File: src/rtl/skew_cache_pkg.sv
package skew_cache_pkg;
    parameter int ADDR_W = 12;
    parameter int IDX_W  = 4;
    parameter int TS_W   = 5;
    localparam int SETS  = 1 << IDX_W;
    localparam int NCAND = 4;
    localparam int CAND_W = $clog2(NCAND);

    typedef logic [ADDR_W-1:0] addr_t;
    typedef logic [IDX_W-1:0]  idx_t;
    typedef logic [TS_W-1:0]   ts_t;
    typedef logic [CAND_W-1:0] cand_t;

    typedef struct packed {
        logic  valid;
        addr_t addr;
        ts_t   ts;
    } line_t;

    // Bank 0 uses the low index bits; bank 1 folds in the next field.
    function automatic idx_t bank_index(input int bank, input addr_t a);
        if (bank == 0) return a[IDX_W-1:0];
        return a[IDX_W-1:0] ^ a[2*IDX_W-1:IDX_W];
    endfunction

    // Modular distance from a stamp to the running counter.
    function automatic ts_t age_of(input ts_t now, input ts_t stamp);
        return ts_t'(now - stamp);
    endfunction
endpackage

File: src/rtl/skew_cache_bank.sv
module skew_cache_bank
    import skew_cache_pkg::*;
(
    input  logic  clk,
    input  logic  rst,
    input  idx_t  dir_idx,
    output line_t dir_line,
    input  idx_t  alt_idx,
    output line_t alt_line,
    input  logic  wr_en,
    input  idx_t  wr_idx,
    input  line_t wr_line
);
    line_t mem [SETS];

    always_ff @(posedge clk) begin
        if (rst) begin
            for (int s = 0; s < SETS; s++) mem[s] <= '0;
        end else if (wr_en) begin
            mem[wr_idx] <= wr_line;
        end
    end

    assign dir_line = mem[dir_idx];
    assign alt_line = mem[alt_idx];
endmodule

File: src/rtl/skew_cache_victim_sel.sv
module skew_cache_victim_sel
    import skew_cache_pkg::*;
(
    input  logic [NCAND-1:0]           cand_free,
    input  logic [NCAND-1:0][TS_W-1:0] cand_age,
    output cand_t                      pick
);
    always_comb begin
        logic found;
        ts_t  best;
        found = 1'b0;
        pick  = '0;
        best  = '0;
        for (int k = 0; k < NCAND; k++) begin
            if (cand_free[k] && !found) begin
                found = 1'b1;
                pick  = cand_t'(k);
            end
        end
        if (!found) begin
            best = cand_age[0];
            pick = '0;
            for (int k = 1; k < NCAND; k++) begin
                if (cand_age[k] > best) begin
                    best = cand_age[k];
                    pick = cand_t'(k);
                end
            end
        end
    end
endmodule

File: src/rtl/skew_cache_tags.sv
module skew_cache_tags
    import skew_cache_pkg::*;
(
    input  logic              clk,
    input  logic              rst,
    input  logic              req_valid,
    input  logic [ADDR_W-1:0] req_addr,
    output logic              resp_valid,
    output logic              resp_hit,
    output logic              evict_valid,
    output logic [ADDR_W-1:0] evict_addr
);
    ts_t   alloc_cnt;
    idx_t  dir_idx  [2];
    idx_t  alt_idx  [2];
    idx_t  wr_idx   [2];
    line_t dir_line [2];
    line_t alt_line [2];
    line_t wr_line  [2];
    logic  wr_en    [2];
    logic [1:0]                 hit_vec;
    logic [NCAND-1:0]           cand_free;
    logic [NCAND-1:0][TS_W-1:0] cand_age;
    cand_t pick;
    logic  miss;
    logic  vict_valid;
    addr_t vict_addr;
    line_t fresh;

    genvar g;
    generate
        for (g = 0; g < 2; g++) begin : g_bank
            assign dir_idx[g] = bank_index(g, req_addr);
            // Slot the opposite bank's direct occupant would move into.
            assign alt_idx[g] = bank_index(g, dir_line[1-g].addr);

            assign hit_vec[g] = req_valid && dir_line[g].valid
                                && (dir_line[g].addr == req_addr);

            assign cand_free[g]   = !dir_line[g].valid;
            assign cand_age[g]    = age_of(alloc_cnt, dir_line[g].ts);
            assign cand_free[2+g] = dir_line[g].valid && !alt_line[1-g].valid;
            assign cand_age[2+g]  = dir_line[g].valid
                                    ? age_of(alloc_cnt, alt_line[1-g].ts) : '0;

            skew_cache_bank u_bank (
                .clk      (clk),
                .rst      (rst),
                .dir_idx  (dir_idx[g]),
                .dir_line (dir_line[g]),
                .alt_idx  (alt_idx[g]),
                .alt_line (alt_line[g]),
                .wr_en    (wr_en[g]),
                .wr_idx   (wr_idx[g]),
                .wr_line  (wr_line[g])
            );
        end
    endgenerate

    skew_cache_victim_sel u_sel (
        .cand_free (cand_free),
        .cand_age  (cand_age),
        .pick      (pick)
    );

    assign miss  = req_valid && (hit_vec == 2'b00);
    assign fresh = '{valid: 1'b1, addr: req_addr, ts: alloc_cnt};

    always_comb begin
        for (int b = 0; b < 2; b++) begin
            wr_en[b]   = 1'b0;
            wr_idx[b]  = dir_idx[b];
            wr_line[b] = fresh;
        end
        vict_valid = 1'b0;
        vict_addr  = '0;
        if (req_valid && (hit_vec != 2'b00)) begin
            for (int b = 0; b < 2; b++) wr_en[b] = hit_vec[b];
        end else if (miss) begin
            unique case (pick)
                2'd0: begin
                    wr_en[0]   = 1'b1;
                    vict_valid = dir_line[0].valid;
                    vict_addr  = dir_line[0].addr;
                end
                2'd1: begin
                    wr_en[1]   = 1'b1;
                    vict_valid = dir_line[1].valid;
                    vict_addr  = dir_line[1].addr;
                end
                2'd2: begin
                    wr_en[0]   = 1'b1;
                    wr_en[1]   = 1'b1;
                    wr_idx[1]  = alt_idx[1];
                    wr_line[1] = dir_line[0];
                    vict_valid = alt_line[1].valid;
                    vict_addr  = alt_line[1].addr;
                end
                default: begin
                    wr_en[1]   = 1'b1;
                    wr_en[0]   = 1'b1;
                    wr_idx[0]  = alt_idx[0];
                    wr_line[0] = dir_line[1];
                    vict_valid = alt_line[0].valid;
                    vict_addr  = alt_line[0].addr;
                end
            endcase
        end
    end

    always_ff @(posedge clk) begin
        if (rst) begin
            resp_valid  <= 1'b0;
            resp_hit    <= 1'b0;
            evict_valid <= 1'b0;
            evict_addr  <= '0;
            alloc_cnt   <= '0;
        end else begin
            resp_valid  <= req_valid;
            resp_hit    <= |hit_vec;
            evict_valid <= vict_valid;
            evict_addr  <= vict_addr;
            if (miss) alloc_cnt <= ts_t'(alloc_cnt + 1'b1);
        end
    end
endmodule

File: config.mk
export PLATFORM = sky130hd
export DESIGN_NAME = skew_cache_tags
export DESIGN_NICKNAME = d
export VERILOG_FILES = /design/src/rtl/skew_cache_pkg.sv /design/src/rtl/skew_cache_bank.sv /design/src/rtl/skew_cache_victim_sel.sv /design/src/rtl/skew_cache_tags.sv
export SDC_FILE = /design/constraint.sdc
export NUM_CORES = 1
export LEC_CHECK = 0
export ABC_AREA = 0
export BUFFER_PORTS_ARGS = -buffer_cell sky130_fd_sc_hd__buf_2
export CORE_UTILIZATION = 40
export CTS_CLUSTER_DIAMETER = 80
export CTS_CLUSTER_SIZE = 20
export DETAILED_ROUTE_END_ITERATION = 8
export GPL_TIMING_DRIVEN = 0
export PLACE_DENSITY_LB_ADDON = 0.15
export SLEW_MARGIN = 20
export SYNTH_ARGS = -nofsm -noshare
export SYNTH_HDL_FRONTEND = slang
export SYNTH_HIERARCHICAL = 1
export SYNTH_SLANG_ARGS = --single-unit
export TNS_END_PERCENT = 20
File: constraint.sdc
create_clock -name clk -period 8.9 [get_ports clk]
set_input_delay 0.89 -clock clk [delete_from_list [all_inputs] [get_ports clk]]
set_output_delay 0.89 -clock clk [all_outputs]
set_load 0.02 [all_outputs]
==> flow_summary_export.csv, run 1 <==
group,metric,value,unit
clock_tree,cts_tree,"yes",
sta,hold_viol_final,0,
sta,skew,42.5,ps
grt,grt_pass1_wl,145000,µm
placed_design,pre_cts_ws,-3590,ps
clock_tree,cts_sinks,596,
sta,slew_headroom,38.6,%
clock_tree,path_clk_slew,90,ps
synthesis,synth-edff-count,576,
worst_setup_path,cp_slowest_stage_delay,600,ps
synthesis,synth_flop_cell,"edfxtp_1",
pwr,powerDensity,194,nW/µm²
worst_setup_path,worstSetupPathType,"in -> reg",
synthesis,synth_nets,2296,
sta,setup_violations,0,
grt,grt_antenna_before_repair,5,
clock_tree,cts_hold_buf,0,
synthesis,yosysWarnings,6,
pwr,leakagePower,14.4,nW
detailed_routing,wire_per_inst,28.0,µm
detailed_routing,vias_per_cell,5.89,
clock_tree,cts_buffers,39,
worst_setup_path,worstPathMaxFanout,7,
placed_design,portBuffers,29,
detailed_routing,drt_iter0_markers,2022,
worst_setup_path,end_kind,"flop",
cells_and_area,nFillCells,7123,
cells_and_area,nets,2543,
placed_design,dp.cells,3344,
grt,grt_pass1_vias,21800,
synthesis,async_flop_share,0,%
clock_tree,clockRootBuffer,"clkbuf_16",
synthesis,ys_ff_latch,596,
worst_hold_path,min_path_type,"reg -> reg",
cells_and_area,stdcell_count,3590,
sta,worst_pin_slew,921,ps
floorplan,die_w,290,µm
floorplan,core,82000,µm²
synthesis,synth_area,33100,µm²
clock_tree,clkLatencyLatePin,600,ps
floorplan,die_h,290,µm
worst_setup_path,path_common_cell,"buf_6",
floorplan,dieArea,83900,µm²
cells_and_area,antenna_cells,0,
job,maxCapViolations,0,
floorplan,row_count,105,
sta,min_period,8890,ps
detailed_routing,via_count,21100,
worst_setup_path,arrival,9190,ps
synthesis,synthCells,2245,
clock_tree,cts_buffer_depth,3,
grt,grt_start_max_net_pins,22,
pwr,ir_worst_vdd,0.126,mV
detailed_routing,totalWireLength,101000,µm
sta,rsz0062_at_grt,"yes",
grt,grt_usage,24.0,%
synthesis,yosysSeqAreaShare,53.5,%
sta,layout_setup_ws,5.12,ps
placed_design,dpl.hpwl,71500,µm
sta,maxSlewViolCount,0,
worst_setup_path,cpMaxStageDelayCell,"or4b_4",
grt,overflow,0,
synthesis,synth.avg_cell_area,14.7,µm²
synthesis,ys_types,50,
worst_setup_path,r2r_setup_slack,380,ps
worst_setup_path,start_kind,"input pin",
cells_and_area,drive_gt1_share,34.0,%
detailed_routing,route.detailed.drc,0,
outcome,status,"complete, no violations",
detailed_routing,drt_pass1_iterations,5,
sta,finalCritPeriodShare,99.9,%
placed_design,globalplace.congestion,0.903,
cells_and_area,syn_to_final_growth,18.7,%
clock_tree,htreeDepth,2,
worst_setup_path,cp.required,9200,ps
sta,clock.fmax,112,MHz
floorplan,top_level_ports,30,
floorplan,initial_core_util,40.4,%
detailed_routing,ant_nets,0,
-- final cells by class --
cell class	count	area (µm²)	share of cell area, %
inverters	42	158	0.401
clock buffers	58	1100	2.80
well taps	1070	1340	3.41
repair buffers	212	2290	5.84
multi-input cells	1431	15300	39.0
flip-flops and latches	596	17700	45.1
plain buffers	170	1220	3.11
clock inverters	11	149	0.379
-- metal layers --
layer | global-route usage (%) | share of wire (%)
met3 | 4.22 | 6.8
met1 | 33.9 | 43
met2 | 38.0 | 47
met5 | 0 | 0.027
met4 | 7.28 | 2.9
-- cell usage after synthesis (all sizes together), types with 14 or more instances --
master,instances,area share [%]
nor2,49,0.61
nand2,76,0.86
mux4,301,20
or2,32,0.61
mux2,42,1.5
clkbuf,126,1.4
and3,14,0.26
a22oi,144,3.3
xor2,14,0.37
a21oi,16,0.24
inv,40,0.45
dfxtp,20,1.2
and2,580,11
buf,50,0.74
edfxtp,576,52
ha,32,1.2
xnor2,34,0.90
-- report_power, final --
group          internal (W)  switching (W)  total (W)
Clock              0.000940        0.00101    0.00195
Sequential          0.00319      0.0000570    0.00325
Combinational       0.00113        0.00130    0.00242
Total               0.00525        0.00237    0.00762
-- registers in the layout (all words and copies together) (netlist names) --
register           cells
alloc_cnt              5
resp_valid             1
resp_hit               1
evict_valid            1
g_bank.u_bank/mem    576
evict_addr            12
-- cell usage in the layout (no fill, tap or decap), types with 41 or more instances in the layout --
| cell | count |
|---|---|
| edfxtp_1 | 576 |
| and2_1 | 573 |
| mux4_2 | 301 |
| a22oi_1 | 127 |
| buf_4 | 123 |
| clkbuf_1 | 78 |
| nand2_1 | 64 |
| buf_12 | 54 |
| clkbuf_16 | 46 |
| buf_2 | 41 |
-- what timing repair did --
action | CTS | global route
resized for setup | 270 | 86
buffers inserted | 147 | 30
setup endpoints to repair | 1165 | 1149
cloned | 5 | 3
pin swaps | 56 | 43
-- through the flow --
stage | util [%] | hold WS [ps] | area (µm²) | total power [W] | TNS (ps)
final | 47.9 | 674 | 39300 | 0.00762 | 0
after global routing | 47.9 | 708 | 39300 | 0.00792 | -25530
after CTS | 47.2 | 640 | 38700 | 0.00752 | -13930
after detailed placement | 42.4 | 619 | 34800 | 0.00532 | -3684120
after global placement | 42.4 | 610 | 34700 | 0.00528 | -3522430
after floorplan | - | 538 | 33300 | 0.00469 | 0
-- kinds of logic (layout without fill, tap and decap cells) --
| family | count (synthesis) | in the layout | synth area share, % |
|---|---|---|---|
| buffers and inverters | 218 | 493 | 2.65 |
| xor gates and xnor gates | 48 | 48 | 1.27 |
| and+or+nand+nor | 810 | 810 | 14.7 |
| adders and majority gates | 36 | 36 | 1.45 |
| AOI/OAI and AO/OA | 187 | 187 | 4.22 |
| DFF | 596 | 596 | 53.5 |
| muxes | 350 | 350 | 22.2 |
-- worst paths after layout --
path,from,to,cells after the start
setup / recovery,req_addr[0],g_bank[1].u_bank/mem[0][2]$_SDFFCE_PN0P_,37
hold / removal,alloc_cnt[0]$_SDFFE_PP0N_,alloc_cnt[3]$_SDFFE_PP0N_,3
setup reg to reg,g_bank[0].u_bank/mem[8][9]$_SDFFCE_PN0P_,g_bank[1].u_bank/mem[0][2]$_SDFFCE_PN0P_,34
hold reg to reg,alloc_cnt[0]$_SDFFE_PP0N_,alloc_cnt[3]$_SDFFE_PP0N_,3
-- worst max-delay path: cells and delay by family --
kind / cells / cell delay [ps]
AOI/OAI and AO/OA: 9 / 1830
muxes: 4 / 1660
adders and majority gates: 4 / 1060
buffers and inverters: 10 / 1400
and+or+nand+nor: 8 / 1920
xor gates and xnor gates: 2 / 390
Note: power is estimated with default switching activity, not from simulation.
==> inputs of run 2 (changes only) <==
RECOVER_POWER = 25   (was default)
==> run 2 against run 1 <==
  * Critical path depth is 1 lower
  * Non-clock buffer count did not move
  * Count of clock-buffer cells in the layout unchanged
  * Clock power about the same
  * Combinational power is essentially flat
==> flow_summary_export.csv, run 2 (same netlist as run 1, synthesis figures left out) <==
group,metric,value,unit
placed_design,pre_cts_ws,-3590,ps
cells_and_area,largest_reg_flops,576,
outcome,status,"complete, no violations",
worst_setup_path,start_kind,"input pin",
placed_design,dp.cells,3344,
placed_design,dpl.hpwl,71500,µm
clock_tree,htreeDepth,2,
worst_setup_path,worstSetupPathType,"in -> reg",
placed_design,postPlaceCellArea,34800,µm²
floorplan,core,82000,µm²
sta,finalCritPeriodShare,100,%
grt,grt_usage,24.0,%
sta,clock.fmax,112,MHz
cells_and_area,nFillCells,7133,
sta,rsz0062_at_grt,"yes",
clock_tree,cts_tree,"yes",
sta,setup_violations,0,
pwr,ir_worst_vdd,0.127,mV
detailed_routing,vias_per_cell,5.87,
cells_and_area,nets,2543,
cells_and_area,stdcell_count,3591,
floorplan,top_level_ports,30,
grt,overflow,0,
detailed_routing,ant_nets,0,
clock_tree,cts_sinks,596,
pwr,powerDensity,194,nW/µm²
detailed_routing,drt_iter0_markers,2093,
placed_design,portBuffers,29,
sta,min_period,8900,ps
clock_tree,path_clk_slew,90,ps
sta,maxSlewViolCount,0,
cells_and_area,syn_to_final_growth,18.7,%
detailed_routing,via_count,21100,
detailed_routing,route.detailed.drc,0,
grt,grt_start_max_net_pins,22,
cells_and_area,final_common_cell,"edfxtp_1",
clock_tree,cts_buffer_depth,3,
sta,worst_pin_slew,1170,ps
worst_setup_path,cp.required,9200,ps
pwr,leakagePower,14.3,nW
detailed_routing,totalWireLength,101000,µm
cells_and_area,largest-register,"g_bank.u_bank/mem",
worst_setup_path,cpMaxStageDelayCell,"or4b_4",
worst_setup_path,worstPathMaxFanout,9,
sta,hold_viol_final,0,
clock_tree,clkLatencyLatePin,600,ps
cells_and_area,mostFrequentLayoutCells,"576 x edfxtp_1, 573 x and2_1, 301 x mux4_2",
detailed_routing,wire_per_inst,28.0,µm
job,maxCapViolations,0,
sta,slew_headroom,21.0,%
worst_setup_path,arrival,9200,ps
floorplan,initial_core_util,40.4,%
grt,grt_pass1_wl,145000,µm
floorplan,row_count,105,
clock_tree,cts_buffers,39,
worst_setup_path,end_kind,"flop",
grt,grt_antenna_before_repair,5,
cells_and_area,reg_top3,"g_bank.u_bank/mem: 576 flops, evict_addr: 12 flops, alloc_cnt: 5 flops",
grt,grt_pass1_vias,21800,
clock_tree,cts_hold_buf,0,
floorplan,die_w,290,µm
sta,skew,41.9,ps
worst_setup_path,path_common_cell,"buf_6",
floorplan,dieArea,83900,µm²
cells_and_area,drive_gt1_share,33.4,%
cells_and_area,fin_area,39300,µm²
worst_hold_path,min_path_type,"reg -> reg",
detailed_routing,drt_pass1_iterations,5,
sta,layout_setup_ws,1.95,ps
clock_tree,clockRootBuffer,"clkbuf_16",
placed_design,globalplace.congestion,0.903,
floorplan,die_h,290,µm
worst_setup_path,cp_slowest_stage_delay,610,ps
[run 2: repair_timing]
action,4_1_cts,5_1_grt
pin swaps,56,43
gates cloned,5,3
setup endpoints to repair,1165,1149
resized for setup,270,86
buffers inserted,147,30
[run 2: routing by layer]
metal	GRT usage [%]	vias up	wire, µm
met4	7.28	4	2980
met1	33.9	11100	43200
met5	0	-	28
li1	-	9096	-
met3	4.22	152	7070
met2	38.0	733	47200
[run 2: path summary, 6_finish.rpt]
path                                         endpoint                                      from  cells after the start  slack [ps]
min reg2reg                 alloc_cnt[3]$_SDFFE_PP0N_                 alloc_cnt[0]$_SDFFE_PP0N_                      3         680
max reg2reg  g_bank[1].u_bank/mem[0][2]$_SDFFCE_PN0P_  g_bank[0].u_bank/mem[8][9]$_SDFFCE_PN0P_                     34         390
max          g_bank[1].u_bank/mem[0][2]$_SDFFCE_PN0P_                               req_addr[0]                     36           2
min                         alloc_cnt[3]$_SDFFE_PP0N_                 alloc_cnt[0]$_SDFFE_PP0N_                      3         680
[run 2: metrics by stage]
stage | total power (W) | hold WS [ps] | util, % | TNS [ps]
2_1_floorplan | 0.00469 | 538 | - | 0
4_1_cts | 0.00752 | 640 | 47.2 | -13930
6_report | 0.00762 | 676 | 47.9 | 0
5_1_grt | 0.00792 | 708 | 47.9 | -26050
3_5_place_dp | 0.00532 | 619 | 42.4 | -3684120
3_3_place_gp | 0.00528 | 610 | 42.4 | -3522430
[run 2: critical path: cells and delay by family]
family | cells | cell delay (ps)
simple gates | 9 | 2210
mux | 3 | 1160
compound gates | 9 | 1920
fa+ha+maj | 4 | 1060
buf+inv | 9 | 1380
xor+xnor | 2 | 520
[run 2: layout make-up]
class / instances / area (µm²) / share of cell area [%]
antenna: 1 / 2.50 / 0.00637
timing repair buffer: 212 / 2280 / 5.80
buffer: 170 / 1220 / 3.11
inverter: 42 / 158 / 0.402
tap: 1070 / 1340 / 3.41
clock buffer: 58 / 1100 / 2.80
multi-input combinational: 1431 / 15300 / 39.0
sequential: 596 / 17700 / 45.1
clock inverter: 11 / 149 / 0.379
[run 2: where the power goes]
part / leakage [nW] / switching [W] / internal [W]
clock: 0.604 / 0.00101 / 0.000940
combinational: 7.60 / 0.00130 / 0.00112
sequential: 6.11 / 0.0000572 / 0.00319
==> inputs of run 3 (changes only) <==
--- a/config.mk
+++ b/config.mk
@@ -12,5 +12,4 @@
 export CTS_CLUSTER_SIZE = 20
 export DETAILED_ROUTE_END_ITERATION = 8
-export GPL_TIMING_DRIVEN = 0
 export PLACE_DENSITY_LB_ADDON = 0.15
 export RECOVER_POWER = 25
==> constraint.sdc (replaced) <==
create_clock -name clk -period 8.9 [get_ports clk]
set_input_delay 1.78 -clock clk [delete_from_list [all_inputs] [get_ports clk]]
set_output_delay 1.78 -clock clk [all_outputs]
set_load 0.02 [all_outputs]
==> run 3 against run 2 <==
  * The flow now finishes with violations (setup timing)
  * Clock power hardly changed
  * Flip-flop and latch count unchanged
  * Final area rose by 1.2%
  * Register-to-register slack improved by 80 ps
  * Power up 2.1%
  * Sequential power hardly changed
  * Count of clock-buffer cells in the layout decreased by 7
  * Critical path type unchanged
  * Critical endpoint is now g_bank[0].u_bank/mem[3][1]$_SDFFCE_PN0P_
==> flow_summary_export.csv, run 3 (same netlist as run 1, synthesis figures left out) <==
group,metric,value,unit
outcome,status,"finished, violations left",
outcome,violations,"setup timing",
pwr,leakagePower,14.8,nW
cells_and_area,stdcell_count,3622,
worst_setup_path,cp_slowest_stage_delay,590,ps
sta,skew,31.6,ps
detailed_routing,wire_per_inst,29.6,µm
worst_setup_path,start_kind,"input pin",
cells_and_area,nFillCells,7090,
sta,slew_headroom,24.6,%
sta,maxSlewViolCount,0,
floorplan,dieArea,83900,µm²
floorplan,core,82000,µm²
worst_setup_path,cp.required,9210,ps
cells_and_area,largest_reg_flops,576,
detailed_routing,drt_pass1_iterations,7,
worst_setup_path,worstPathMaxFanout,8,
grt,met2_usage,38.7,%
grt,overflow,0,
grt,grt_start_max_net_pins,50,
placed_design,pre_cts_ws,-1560,ps
floorplan,initial_core_util,40.4,%
floorplan,die_w,290,µm
grt,grt_pass1_wl,152000,µm
job,maxCapViolations,0,
cells_and_area,largest-register,"g_bank.u_bank/mem",
pwr,powerDensity,196,nW/µm²
detailed_routing,ant_nets,0,
cells_and_area,nets,2573,
cells_and_area,regArea,17700,µm²
clock_tree,cts_buffer_depth,3,
grt,grt_pass1_vias,21700,
cells_and_area,syn_to_final_growth,20.1,%
pwr,ir_worst_vdd,0.167,mV
sta,rsz0062_at_grt,"yes",
clock_tree,htreeDepth,2,
grt,busiest_layer,"met2",
cells_and_area,mostFrequentLayoutCells,"576 x edfxtp_1, 574 x and2_1, 301 x mux4_2",
detailed_routing,via_count,21600,
detailed_routing,drt_iter0_markers,2309,
sta,fin_setup_tns,-437490,ps
worst_setup_path,worstSetupPathType,"in -> reg",
cells_and_area,final_common_cell,"edfxtp_1",
clock_tree,clkLatencyLatePin,610,ps
cells_and_area,reg_top3,"g_bank.u_bank/mem: 576 flops, evict_addr: 12 flops, alloc_cnt: 5 flops",
placed_design,dp.cells,3505,
worst_setup_path,cpMaxStageDelayCell,"or4b_4",
clock_tree,cts_hold_buf,0,
grt,grt_util_met3,4.54,%
grt,grt_antenna_before_repair,9,
clock_tree,path_clk_slew,80,ps
grt,grtUsageMet1,37.8,%
sta,layout_setup_ws,-570,ps
worst_hold_path,min_path_type,"reg -> reg",
sta,worst_pin_slew,1130,ps
sta,min_period,9470,ps
clock_tree,clockRootBuffer,"clkbuf_16",
worst_setup_path,end_kind,"flop",
cells_and_area,drive_gt1_share,37.1,%
sta,hold_viol_final,0,
worst_setup_path,arrival,9780,ps
clock_tree,cts_buffers,40,
floorplan,row_count,105,
grt,grt_usage,25.4,%
floorplan,top_level_ports,30,
placed_design,dpl.hpwl,73600,µm
sta,clock.fmax,106,MHz
clock_tree,cts_sinks,596,
sta,setup_violations,1152,
floorplan,die_h,290,µm
placed_design,portBuffers,29,
detailed_routing,route.detailed.drc,0,
detailed_routing,totalWireLength,107000,µm
placed_design,globalplace.congestion,0.904,
detailed_routing,vias_per_cell,5.95,
sta,finalCritPeriodShare,106,%
clock_tree,cts_tree,"yes",
cells_and_area,multi_input_area,15100,µm²
pwr,total_power,0.00779,W
==> run 3: final timing paths <==
| path | start | end | cells after the start | slack [ps] |
|---|---|---|---|---|
| worst max register to register | g_bank[0].u_bank/mem[7][9]$_SDFFCE_PN0P_ | g_bank[0].u_bank/mem[3][1]$_SDFFCE_PN0P_ | 38 | 470 |
| worst max-delay path | req_addr[0] | g_bank[0].u_bank/mem[3][1]$_SDFFCE_PN0P_ | 40 | -570 |
| worst min-delay path | alloc_cnt[0]$_SDFFE_PP0N_ | alloc_cnt[0]$_SDFFE_PP0N_ | 2 | 670 |
| worst min register to register | alloc_cnt[0]$_SDFFE_PP0N_ | alloc_cnt[0]$_SDFFE_PP0N_ | 2 | 670 |
==> run 3: report_power, final <==
group	switching, W	internal [W]	total, W	leakage (nW)
clock	0.00103	0.000901	0.00193	0.595
combinational	0.00134	0.00126	0.00261	8.07
sequential	0.0000579	0.00319	0.00325	6.11
==> run 3: metrics by stage <==
step                util [%]  hold slack (ps)  instance area, µm²
floorplan                  -              538               33500
global placement        45.7              606               37500
detailed placement      45.7              643               37500
CTS                     47.8              663               39100
global route            48.5              703               39700
finish                  48.5              667               39700
==> run 3: area by class of cell <==
class,instances,area share [%]
diodes,2,0.0126
clock buffers,51,2.68
clock inverters,19,0.444
inverters,42,0.397
multi-input cells,1431,38.1
flip-flops and latches,596,44.5
well taps,1070,3.37
repair buffers,411,10.5
==> run 3: metal layers <==
metal / share of wire [%] / up-vias / wire [µm]
li1: - / 9141 / -
met1: 44 / 11400 / 46800
met2: 45 / 930 / 48500
met3: 8.7 / 120 / 9280
met4: 2.4 / 0 / 2610
met5: 0 / - / 0
==> run 3: critical path: cells and delay by family <==
family / cells / cell delay, ps
compound gates: 9 / 1540
buf+inv: 10 / 1430
simple gates: 10 / 1870
fa+ha+maj: 5 / 1320
mux: 4 / 1420
xor+xnor: 2 / 390
==> run 3: timing repair <==
item / in CTS / in global routing
setup endpoints to repair: 1152 / 1152
cloned: 2 / 8
setup buffers: 17 / 20
pin swaps: 23 / 27
resized for setup: 48 / 82
